[src/rtl/dmc_pkg.sv]
package dmc_pkg;

  typedef enum logic [1:0] {
    ST_IDLE = 2'd0,
    ST_REQ  = 2'd1,
    ST_FILL = 2'd2
  } fill_state_t;

endpackage

[src/rtl/dmc_tag_store.sv]
module dmc_tag_store #(
  parameter int SLOTS = 4,
  parameter int TW    = 10,
  localparam int SW   = $clog2(SLOTS)
) (
  input  logic          clk,
  input  logic          rst_n,
  input  logic [SW-1:0] rd_slot,
  output logic [TW-1:0] rd_tag,
  output logic          rd_valid,
  input  logic          wr_en,
  input  logic [SW-1:0] wr_slot,
  input  logic [TW-1:0] wr_tag
);

  logic [TW-1:0]    tag_q   [SLOTS];
  logic [SLOTS-1:0] valid_q;

  for (genvar i = 0; i < SLOTS; i++) begin : g_slot
    always_ff @(posedge clk) begin
      if (!rst_n) begin
        valid_q[i] <= 1'b0;
        tag_q[i]   <= '0;
      end else if (wr_en && (wr_slot == SW'(i))) begin
        valid_q[i] <= 1'b1;
        tag_q[i]   <= wr_tag;
      end
    end
  end

  assign rd_tag   = tag_q[rd_slot];
  assign rd_valid = valid_q[rd_slot];

endmodule

[src/rtl/dmc_data_store.sv]
module dmc_data_store #(
  parameter int DEPTH = 64,
  parameter int DW    = 32,
  localparam int IW   = $clog2(DEPTH)
) (
  input  logic          clk,
  input  logic          we,
  input  logic [IW-1:0] wr_idx,
  input  logic [DW-1:0] wr_data,
  input  logic [IW-1:0] rd_idx,
  output logic [DW-1:0] rd_data
);

  logic [DW-1:0] line_q [DEPTH];

  always_ff @(posedge clk) begin
    if (we) line_q[wr_idx] <= wr_data;
  end

  assign rd_data = line_q[rd_idx];

endmodule

[src/rtl/dmc_refill_ctrl.sv]
module dmc_refill_ctrl
  import dmc_pkg::*;
#(
  parameter int TW  = 10,
  parameter int SW  = 2,
  parameter int OFF = 4
) (
  input  logic           clk,
  input  logic           rst_n,
  input  logic           cpu_req,
  input  logic           lookup_hit,
  input  logic [TW-1:0]  req_tag,
  input  logic [SW-1:0]  req_slot,
  input  logic [OFF-1:0] req_word,
  input  logic           mem_ack,
  input  logic           mem_dvalid,
  output logic           cpu_ready,
  output logic           acc_hit,
  output logic           acc_miss,
  output logic           mem_req,
  output logic [TW-1:0]  fill_tag,
  output logic [SW-1:0]  fill_slot,
  output logic [OFF-1:0] fill_beat,
  output logic           fill_we,
  output logic           fill_resp,
  output logic           fill_last
);

  fill_state_t    state_q;
  logic [TW-1:0]  tag_q;
  logic [SW-1:0]  slot_q;
  logic [OFF-1:0] word_q;
  logic [OFF-1:0] beat_q;
  logic           resp_sent_q;
  logic           accept;

  assign cpu_ready = (state_q == ST_IDLE);
  assign accept    = cpu_req && cpu_ready;
  assign acc_hit   = accept && lookup_hit;
  assign acc_miss  = accept && !lookup_hit;
  assign mem_req   = (state_q == ST_REQ);
  assign fill_we   = (state_q == ST_FILL) && mem_dvalid;
  assign fill_resp = fill_we && (beat_q == word_q);
  assign fill_last = fill_we && (&beat_q);
  assign fill_tag  = tag_q;
  assign fill_slot = slot_q;
  assign fill_beat = beat_q;

  always_ff @(posedge clk) begin
    if (!rst_n) begin
      state_q     <= ST_IDLE;
      tag_q       <= '0;
      slot_q      <= '0;
      word_q      <= '0;
      beat_q      <= '0;
      resp_sent_q <= 1'b0;
    end else begin
      unique case (state_q)
        ST_IDLE: begin
          if (acc_miss) begin
            tag_q       <= req_tag;
            slot_q      <= req_slot;
            word_q      <= req_word;
            beat_q      <= '0;
            resp_sent_q <= 1'b0;
            state_q     <= ST_REQ;
          end
        end
        ST_REQ: begin
          if (mem_ack) state_q <= ST_FILL;
        end
        ST_FILL: begin
          if (fill_we) begin
            beat_q <= beat_q + 1'b1;
            if (fill_resp) resp_sent_q <= 1'b1;
            if (fill_last) state_q <= ST_IDLE;
          end
        end
        default: state_q <= ST_IDLE;
      endcase
    end
  end

  // the critical word has gone out by the time the last beat lands
  a_r4_resp_by_last: assert property (@(posedge clk) disable iff (!rst_n)
    fill_last |-> (resp_sent_q || fill_resp));

  // a missed request closes the door on the next cycle
  a_r8_busy_after_miss: assert property (@(posedge clk) disable iff (!rst_n)
    acc_miss |=> !cpu_ready);

  // beats are only consumed while no request can be taken
  a_r8_fill_stalls: assert property (@(posedge clk) disable iff (!rst_n)
    fill_we |-> !accept);

endmodule

[src/rtl/dmc_stats.sv]
module dmc_stats #(
  parameter int CW = 16
) (
  input  logic          clk,
  input  logic          rst_n,
  input  logic          hit_ev,
  input  logic          miss_ev,
  output logic [CW-1:0] hit_count,
  output logic [CW-1:0] miss_count
);

  always_ff @(posedge clk) begin
    if (!rst_n) begin
      hit_count  <= '0;
      miss_count <= '0;
    end else begin
      if (hit_ev)  hit_count  <= hit_count + 1'b1;
      if (miss_ev) miss_count <= miss_count + 1'b1;
    end
  end

  a_r7_hit_step: assert property (@(posedge clk) disable iff (!rst_n)
    hit_ev |=> (hit_count == $past(hit_count) + 1'b1));

  a_r7_hit_hold: assert property (@(posedge clk) disable iff (!rst_n)
    !hit_ev |=> $stable(hit_count));

  a_r7_miss_step: assert property (@(posedge clk) disable iff (!rst_n)
    miss_ev |=> (miss_count == $past(miss_count) + 1'b1));

  a_r7_exclusive: assert property (@(posedge clk) disable iff (!rst_n)
    $countones({hit_ev, miss_ev}) <= 1);

endmodule

[src/rtl/dmc_cache.sv]
module dmc_cache #(
  parameter int AW    = 16,
  parameter int DW    = 32,
  parameter int WORDS = 16,
  parameter int SLOTS = 4,
  parameter int CW    = 16
) (
  input  logic          clk,
  input  logic          rst_n,
  input  logic          cpu_req,
  input  logic [AW-1:0] cpu_addr,
  output logic          cpu_ready,
  output logic          cpu_rvalid,
  output logic [DW-1:0] cpu_rdata,
  output logic          mem_req,
  output logic [AW-1:0] mem_addr,
  input  logic          mem_ack,
  input  logic          mem_dvalid,
  input  logic [DW-1:0] mem_data,
  output logic [CW-1:0] hit_count,
  output logic [CW-1:0] miss_count
);

  localparam int OFF = $clog2(WORDS);
  localparam int SW  = $clog2(SLOTS);
  localparam int TW  = AW - OFF - SW;
  localparam int IW  = SW + OFF;

  // address arithmetic kept in one place
  function automatic logic [OFF-1:0] word_of(logic [AW-1:0] a);
    return a[OFF-1:0];
  endfunction

  function automatic logic [SW-1:0] slot_of(logic [AW-1:0] a);
    return a[OFF +: SW];
  endfunction

  function automatic logic [TW-1:0] tag_of(logic [AW-1:0] a);
    return a[AW-1 -: TW];
  endfunction

  function automatic logic [AW-1:0] block_base(logic [TW-1:0] t, logic [SW-1:0] s);
    return {t, s, {OFF{1'b0}}};
  endfunction

  function automatic logic [IW-1:0] line_index(logic [SW-1:0] s, logic [OFF-1:0] w);
    return {s, w};
  endfunction

  // named internal events
  logic [TW-1:0]  look_tag;
  logic           look_valid;
  logic           lookup_hit;
  logic           acc_hit;
  logic           acc_miss;
  logic [TW-1:0]  fill_tag;
  logic [SW-1:0]  fill_slot;
  logic [OFF-1:0] fill_beat;
  logic           fill_we;
  logic           fill_resp;
  logic           fill_last;
  logic [DW-1:0]  stored_word;
  logic           hit_rvalid_q;
  logic [DW-1:0]  hit_rdata_q;

  dmc_tag_store #(.SLOTS(SLOTS), .TW(TW)) u_tags (
    .clk      (clk),
    .rst_n    (rst_n),
    .rd_slot  (slot_of(cpu_addr)),
    .rd_tag   (look_tag),
    .rd_valid (look_valid),
    .wr_en    (fill_last),
    .wr_slot  (fill_slot),
    .wr_tag   (fill_tag)
  );

  assign lookup_hit = look_valid && (look_tag == tag_of(cpu_addr));

  dmc_data_store #(.DEPTH(SLOTS * WORDS), .DW(DW)) u_data (
    .clk     (clk),
    .we      (fill_we),
    .wr_idx  (line_index(fill_slot, fill_beat)),
    .wr_data (mem_data),
    .rd_idx  (line_index(slot_of(cpu_addr), word_of(cpu_addr))),
    .rd_data (stored_word)
  );

  dmc_refill_ctrl #(.TW(TW), .SW(SW), .OFF(OFF)) u_ctrl (
    .clk        (clk),
    .rst_n      (rst_n),
    .cpu_req    (cpu_req),
    .lookup_hit (lookup_hit),
    .req_tag    (tag_of(cpu_addr)),
    .req_slot   (slot_of(cpu_addr)),
    .req_word   (word_of(cpu_addr)),
    .mem_ack    (mem_ack),
    .mem_dvalid (mem_dvalid),
    .cpu_ready  (cpu_ready),
    .acc_hit    (acc_hit),
    .acc_miss   (acc_miss),
    .mem_req    (mem_req),
    .fill_tag   (fill_tag),
    .fill_slot  (fill_slot),
    .fill_beat  (fill_beat),
    .fill_we    (fill_we),
    .fill_resp  (fill_resp),
    .fill_last  (fill_last)
  );

  dmc_stats #(.CW(CW)) u_stats (
    .clk        (clk),
    .rst_n      (rst_n),
    .hit_ev     (acc_hit),
    .miss_ev    (acc_miss),
    .hit_count  (hit_count),
    .miss_count (miss_count)
  );

  always_ff @(posedge clk) begin
    if (!rst_n) begin
      hit_rvalid_q <= 1'b0;
      hit_rdata_q  <= '0;
    end else begin
      hit_rvalid_q <= acc_hit;
      if (acc_hit) hit_rdata_q <= stored_word;
    end
  end

  assign mem_addr   = block_base(fill_tag, fill_slot);
  assign cpu_rvalid = hit_rvalid_q || fill_resp;
  assign cpu_rdata  = fill_resp ? mem_data : hit_rdata_q;

  // a hit answers on the next cycle
  a_r2_hit_resp: assert property (@(posedge clk) disable iff (!rst_n)
    acc_hit |=> cpu_rvalid);

  // the burst request waits for acknowledge without moving
  a_r3_req_hold: assert property (@(posedge clk) disable iff (!rst_n)
    (mem_req && !mem_ack) |=> (mem_req && $stable(mem_addr)));

  // the burst always starts on a block boundary
  a_r3_base_aligned: assert property (@(posedge clk) disable iff (!rst_n)
    mem_req |-> (word_of(mem_addr) == '0));

  // out of reset no response and no burst are pending
  a_r1_quiet_reset: assert property (@(posedge clk)
    !rst_n |=> (!cpu_rvalid && !mem_req && cpu_ready));

endmodule

[config.mk]
export PLATFORM = sky130hd
export DESIGN_NAME = dmc_cache
export DESIGN_NICKNAME = d
export VERILOG_FILES = /design/src/rtl/dmc_pkg.sv /design/src/rtl/dmc_tag_store.sv /design/src/rtl/dmc_data_store.sv /design/src/rtl/dmc_refill_ctrl.sv /design/src/rtl/dmc_stats.sv /design/src/rtl/dmc_cache.sv
export SDC_FILE = /design/constraint.sdc
export NUM_CORES = 2
export LEC_CHECK = 0
export ABC_AREA = 1
export CAP_MARGIN = 20
export CELL_PAD_IN_SITES_DETAIL_PLACEMENT = 0
export CELL_PAD_IN_SITES_GLOBAL_PLACEMENT = 1
export CORE_ASPECT_RATIO = 0.9
export CORE_MARGIN = 2
export CORE_UTILIZATION = 40
export CTS_BUF_LIST = sky130_fd_sc_hd__clkbuf_4 sky130_fd_sc_hd__clkbuf_8
export CTS_CLUSTER_DIAMETER = 50
export CTS_CLUSTER_SIZE = 12
export DETAILED_ROUTE_END_ITERATION = 10
export DONT_BUFFER_PORTS = 1
export PLACE_DENSITY = 0.77
export SLEW_MARGIN = 25
export SYNTH_ARGS = -nofsm -noshare
export SYNTH_HDL_FRONTEND = slang
export SYNTH_SLANG_ARGS = --single-unit
[constraint.sdc]
create_clock -name clk -period 2.8 [get_ports clk]
set_input_delay 0.56 -clock clk [delete_from_list [all_inputs] [get_ports clk]]
set_output_delay 0.56 -clock clk [all_outputs]
set_load 0.05 [all_outputs]
# Yosys cells after proc, flatten, opt, wreduce, memory -nomap -nowiden
# Memory sizes are Yosys's and may differ from the RTL's. A register that Yosys moved wholly into a read port is not among the register bits.
# Cells that the tools add are included.
# totals
regBits	59
mem_bits_rw	2088
out_inout_bits	83
memories	2
# op_classes
n_addsub	3
magnitude_cmp	1
n_eq_ne	11
mux	30
bitwise_logic	4
reduce_logical	21
# mem_list
memory	words	width	rd	rd_ports_with_merged_regs	write_ports	line_no	rtl
u_data.line_q	64	32	1	1	1	dmc_data_store.sv:14	logic [DW-1:0] line_q [DEPTH];
u_tags.tag_q	4	10	1	0	4	dmc_tag_store.sv:16	logic [TW-1:0] tag_q [SLOTS];
# ops
cell	n
10-bit 2-to-1 mux	4
16-bit by 1-bit adder with 16-bit output (second input constant)	2
32-bit 2-to-1 mux	1
1-bit 2-to-1 mux	16
1-bit logical AND	11
10-bit equality test	1
2-bit 2-to-1 mux	4
4-bit 2-to-1 mux	2
4-bit case mux with 2 select lines	1
4-bit AND reduction	2
2-bit equality test (second input constant)	3
2-bit case mux with 3 select lines	1
4-bit by 1-bit adder with 4-bit output (second input constant)	1
2-bit by 1-bit equality test with 1-bit output (second input constant)	2
4-bit equality test	1
2-bit zero test	2
2-bit by 1-bit != test with 1-bit output (second input constant)	2
2-bit != test (second input constant)	2
1-bit bitwise OR	4
2-bit by 3-bit < comparator with 1-bit output (second input constant)	1
3-bit AND reduction	1
1-bit binary-select mux with 2-bit select	1
1-bit zero test	2
2-bit AND reduction	1
other kinds (2)	2

# Logic depth before layout (Yosys ltp)
# logic_depth
depth_word	8
ltp_mapped	16
mapped_depth_nobuf	15

# By module
# A second synthesis with hierarchy kept.
# unflattened
hier_cells	7659
hier_area_um2	88595.0
# modules_own_cells
module	instances	cells_each	area_per_inst_um2
dmc_data_store	1	6737	82097.5
dmc_tag_store	1	252	2152.1
dmc_cache	1	296	1809.2
dmc_stats	1	239	1566.5
dmc_refill_ctrl	1	135	969.7

# Worst setup path after synthesis
# Ideal clock, no wire load.
# synth_timing
kind	reg2reg
startpoint	reg u_ctrl.slot_q[1], in the netlist u_ctrl.fill_slot[1]
endpoint	mem u_data.line_q[32][0] (enable)
setup_time_ns	0.421
arrival_ns	2.675
setup_slack_ns	-0.296
stages_incl_launch_ff	5
n_path_buf	0
synth_period_minus_slack_ns	3.096
path_cell_list	dfxtp_1 inv_1 nor2_1 nand3_1 nor2_1
# synth_rtl
element	line_no	rtl
start, declared	dmc_refill_ctrl.sv:31	logic [SW-1:0] slot_q;
start signal, assigned	dmc_refill_ctrl.sv:62	slot_q <= req_slot;
end, declared	dmc_data_store.sv:14	
# No word-level cell before the write port.

# Final worst setup path
# layout_timing
startpoint	reg u_ctrl.word_q[1]
endpoint	out cpu_rdata[28]
# layout_via
elab_chain_cells	3
# layout_rtl
element	line_no	rtl
start, declared	dmc_refill_ctrl.sv:32	logic [OFF-1:0] word_q;
start signal, assigned	dmc_refill_ctrl.sv:63	word_q <= req_word;
4-bit equality test	dmc_refill_ctrl.sv:43	assign fill_resp = fill_we && (beat_q == word_q);
1-bit logical AND	dmc_refill_ctrl.sv:43	
32-bit 2-to-1 mux	dmc_cache.sv:131	assign cpu_rdata = fill_resp ? mem_data : hit_rdata_q;
end, declared	dmc_cache.sv:14	output logic [DW-1:0] cpu_rdata,
# Every way passes these cells.

==> results_dict.tcl <==
set metrics [dict create \
    status "complete, but fails checks" \
    violations "negative setup slack" \
    coreArea_um2 219000 \
    area_growth_pct 14.9 \
    fin_total_pwr_uw 60100 \
    yosysWarnings 0 \
    dp_hpwl_mm 140 \
    min_path_type "in2reg" \
    drv_cap 0 \
    path_class "reg2out" \
    syn_inst 7461 \
    die_w_um 498 \
    yosys.area_share.simple_pct 16.9 \
    synth_top_area_share_pct 71.5 \
    p_per_area_nw_per_um2 596 \
    die_y_um 448 \
    start_util_pct 40.1 \
    rsz0062_at_grt "yes" \
    syn_area_um2 87700 \
    tightest_slew_ps 1150 \
    cp_data_arrival_time_ps 2720 \
    path_clk_slew_ps 80 \
    port_buffers 0 \
    top_layer "met5" \
    clockBufferDepth 3 \
    layout_min_cycle_time_ps 3280 \
    wl_met2_mm 127 \
    grt_pass1_wl_mm 394 \
    clock_sinks 2179 \
    end_kind "output port" \
    cts_tree "done" \
    fin_worst_skew_ps 49.4 \
    netlist_top_cells_area "edfxtp_1 (71%), nand2_1 (7.7%), nand3_1 (5.1%)" \
    synthAdderAreaFrac_pct 0.0428 \
    timing.final.crit_share_pct 117 \
    grt_max_degree 1027 \
    htree_levels 4 \
    via_count 61647 \
    final_cell_count_no_fill 10722 \
    drt-initial-drc-count 9079 \
    placementRows 163 \
    synth-seq-area-share_pct 73.5 \
    wl_met3_mm 30.0 \
    drcViolationCount 0 \
    grtUsageTotal_pct 23.9 \
    fill_cells 19571 \
    ys_ff_latch 2179 \
    met1Wirelength_mm 115 \
    globalplace.congestion 0.835 \
    postLayoutCellArea_um2 101000 \
    synthMuxAreaShare_pct 0 \
    viasPerCell 5.75 \
    detail-route-antenna-nets 0 \
    place_area_um2 94000 \
    cp_max_fo 6 \
    synthFlopType "edfxtp_1" \
    synth_xor_area_share_pct 0.190 \
    slew-limit-headroom_pct 23.1 \
    cts_root_buf "clkbuf_8" \
    postSynth.asyncResetShare_pct 0 \
    yosysUniqueCellTypes 37 \
    die-area_um2 223000 \
    synth_area_per_cell_um2 11.8 \
    p_leak_uw 0.0345 \
    critical_path_required_ps 2240 \
    grt_pass1_vias 56639 \
    critPathLaunchType "register" \
    totalWireLength_mm 280 \
    synth_edf_count 2088 \
    fin_util_pct 46.1 \
    hold_viol_final 0 \
    ios 136 \
    drive_above_1_share_pct 12.2 \
    ir_drop_v 0.000507 \
    setup_viol 33 \
    numCtsBuffers 208 \
    hold_slack_ps 55.6 \
    worst_slack_ps -478 \
    synth_compound_area_share_pct 6.59 \
    dp_cells 10236 \
    synth_area_leader_cell "edfxtp_1" \
    grt-ovfl-total 0 \
    synth_top_family_by_area "simple AND/OR/NAND/NOR gates" \
    nets 7729 \
    firstDrtPassIters 6 \
    final_max_slew_viol_count 0 \
    antenna_found_initial 23 \
    clk_latency_ps 1010 \
    fmax_mhz 305 \
    routedWlPerCell_um 26.1 \
]
kinds of logic (layout without fill, tap and decap cells):
family          Yosys count  count (layout)
compound gates         1069            1069
xor+xnor                 19              19
other cells               1              31
buf+inv                 576             920
simple gates           3614            3614
flops                  2179            2179
fa+ha+maj                 3               3
final timing paths:
path	start	to	slack [ps]	cells after the start
min	cpu_addr[3]	hit_rdata_q[9]	60	6
max reg2reg	u_ctrl.state_q[1]	u_stats.miss_count[0]	190	11
min reg2reg	u_tags.valid_q[3]	u_tags.valid_q[3]	460	2
max	u_ctrl.word_q[1]	cpu_rdata[28]	-480	9
sequential cells by signal (all words and copies together) (netlist names), 10 cells and up:
name,cells
u_data.line_q,2048
u_stats.hit_count,16
u_ctrl.fill_tag,10
hit_rdata_q,32
u_stats.miss_count,16
u_tags.tag_q,40
area by class of cell:
class,instances,area [um2],share of cell area [%]
Timing Repair Buffer,495,6500,6.45
Tap cell,2887,3610,3.58
Antenna cell,27,67.6,0.0670
Multi-Input combinational cell,4709,21700,21.6
Clock buffer,322,3770,3.74
Inverter,80,333,0.330
Clock inverter,23,264,0.262
Sequential cell,2179,64500,64.0
synthesized netlist by cell type (all sizes together) (3+ instances only):
library cell  number
a21oi             50
buf              169
clkbuf           327
clkinv             3
dfxtp             91
edfxtp          2088
ha                 3
inv               77
nand2           1798
nand3            908
nand3b             6
nand4             17
nor2             869
nor3              12
nor4               3
o21ai            698
o22ai            315
o31ai              3
xnor2              8
xor2              11
layout by cell type, fill, tap and decap left out, types with 29 or more instances in the layout:
cell,netlist,layout
dlygate4sd3_1,0,53
clkbuf_4,0,106
clkbuf_8,0,216
edfxtp_1,2088,2088
nand2_1,1794,1754
o21ai_1,43,43
a21oi_1,50,50
nor2_1,867,801
o22ai_1,315,315
o21ai_0,654,653
nor2_4,1,67
nand2_2,4,29
nand3_1,902,880
dfxtp_1,91,84
buf_12,0,117
inv_1,71,69
buf_4,9,246
buf_16,0,46
per-stage QoR:
stage | TNS, ps | setup slack (ps)
3_3_place_gp | -3840 | -412
5_1_grt | -16090 | -563
6_report | -13120 | -478
3_5_place_dp | -3780 | -363
4_1_cts | -15400 | -532
2_1_floorplan | -431640 | -296
per-layer routing:
layer / vias to the layer above / track usage [%]
met3: 441 / 4.40
met2: 3503 / 36.9
met1: 30722 / 34.4
li1: 26977 / -
met5: - / 0
met4: 4 / 7.17
repair_timing:
action	in CTS	in global routing
hold endpoints to repair	2127	0
pin swaps	30	16
endpoints found under the setup margin	33	66
gates cloned	5	5
hold buffers	88	0
buffers inserted	11	1
resized for setup	139	53
report_power, final:
group	switching, uW	leakage, uW	total (uW)	internal, uW
combinational	3170	0.0128	4540	1370
sequential	83.7	0.0195	35800	35700
clock	10900	0.00216	19800	8900
worst max-delay path: stages, from the launching register on:
cell and delay (ps):
dfxtp_2 330, xor2_1 180, a2111oi_4 290, buf_6 190
buf_12 130, buf_12 140, nand3_2 80, nand2_2 80
buf_6 140, buf_12 140
Note: power is estimated with default switching activity, not from simulation.
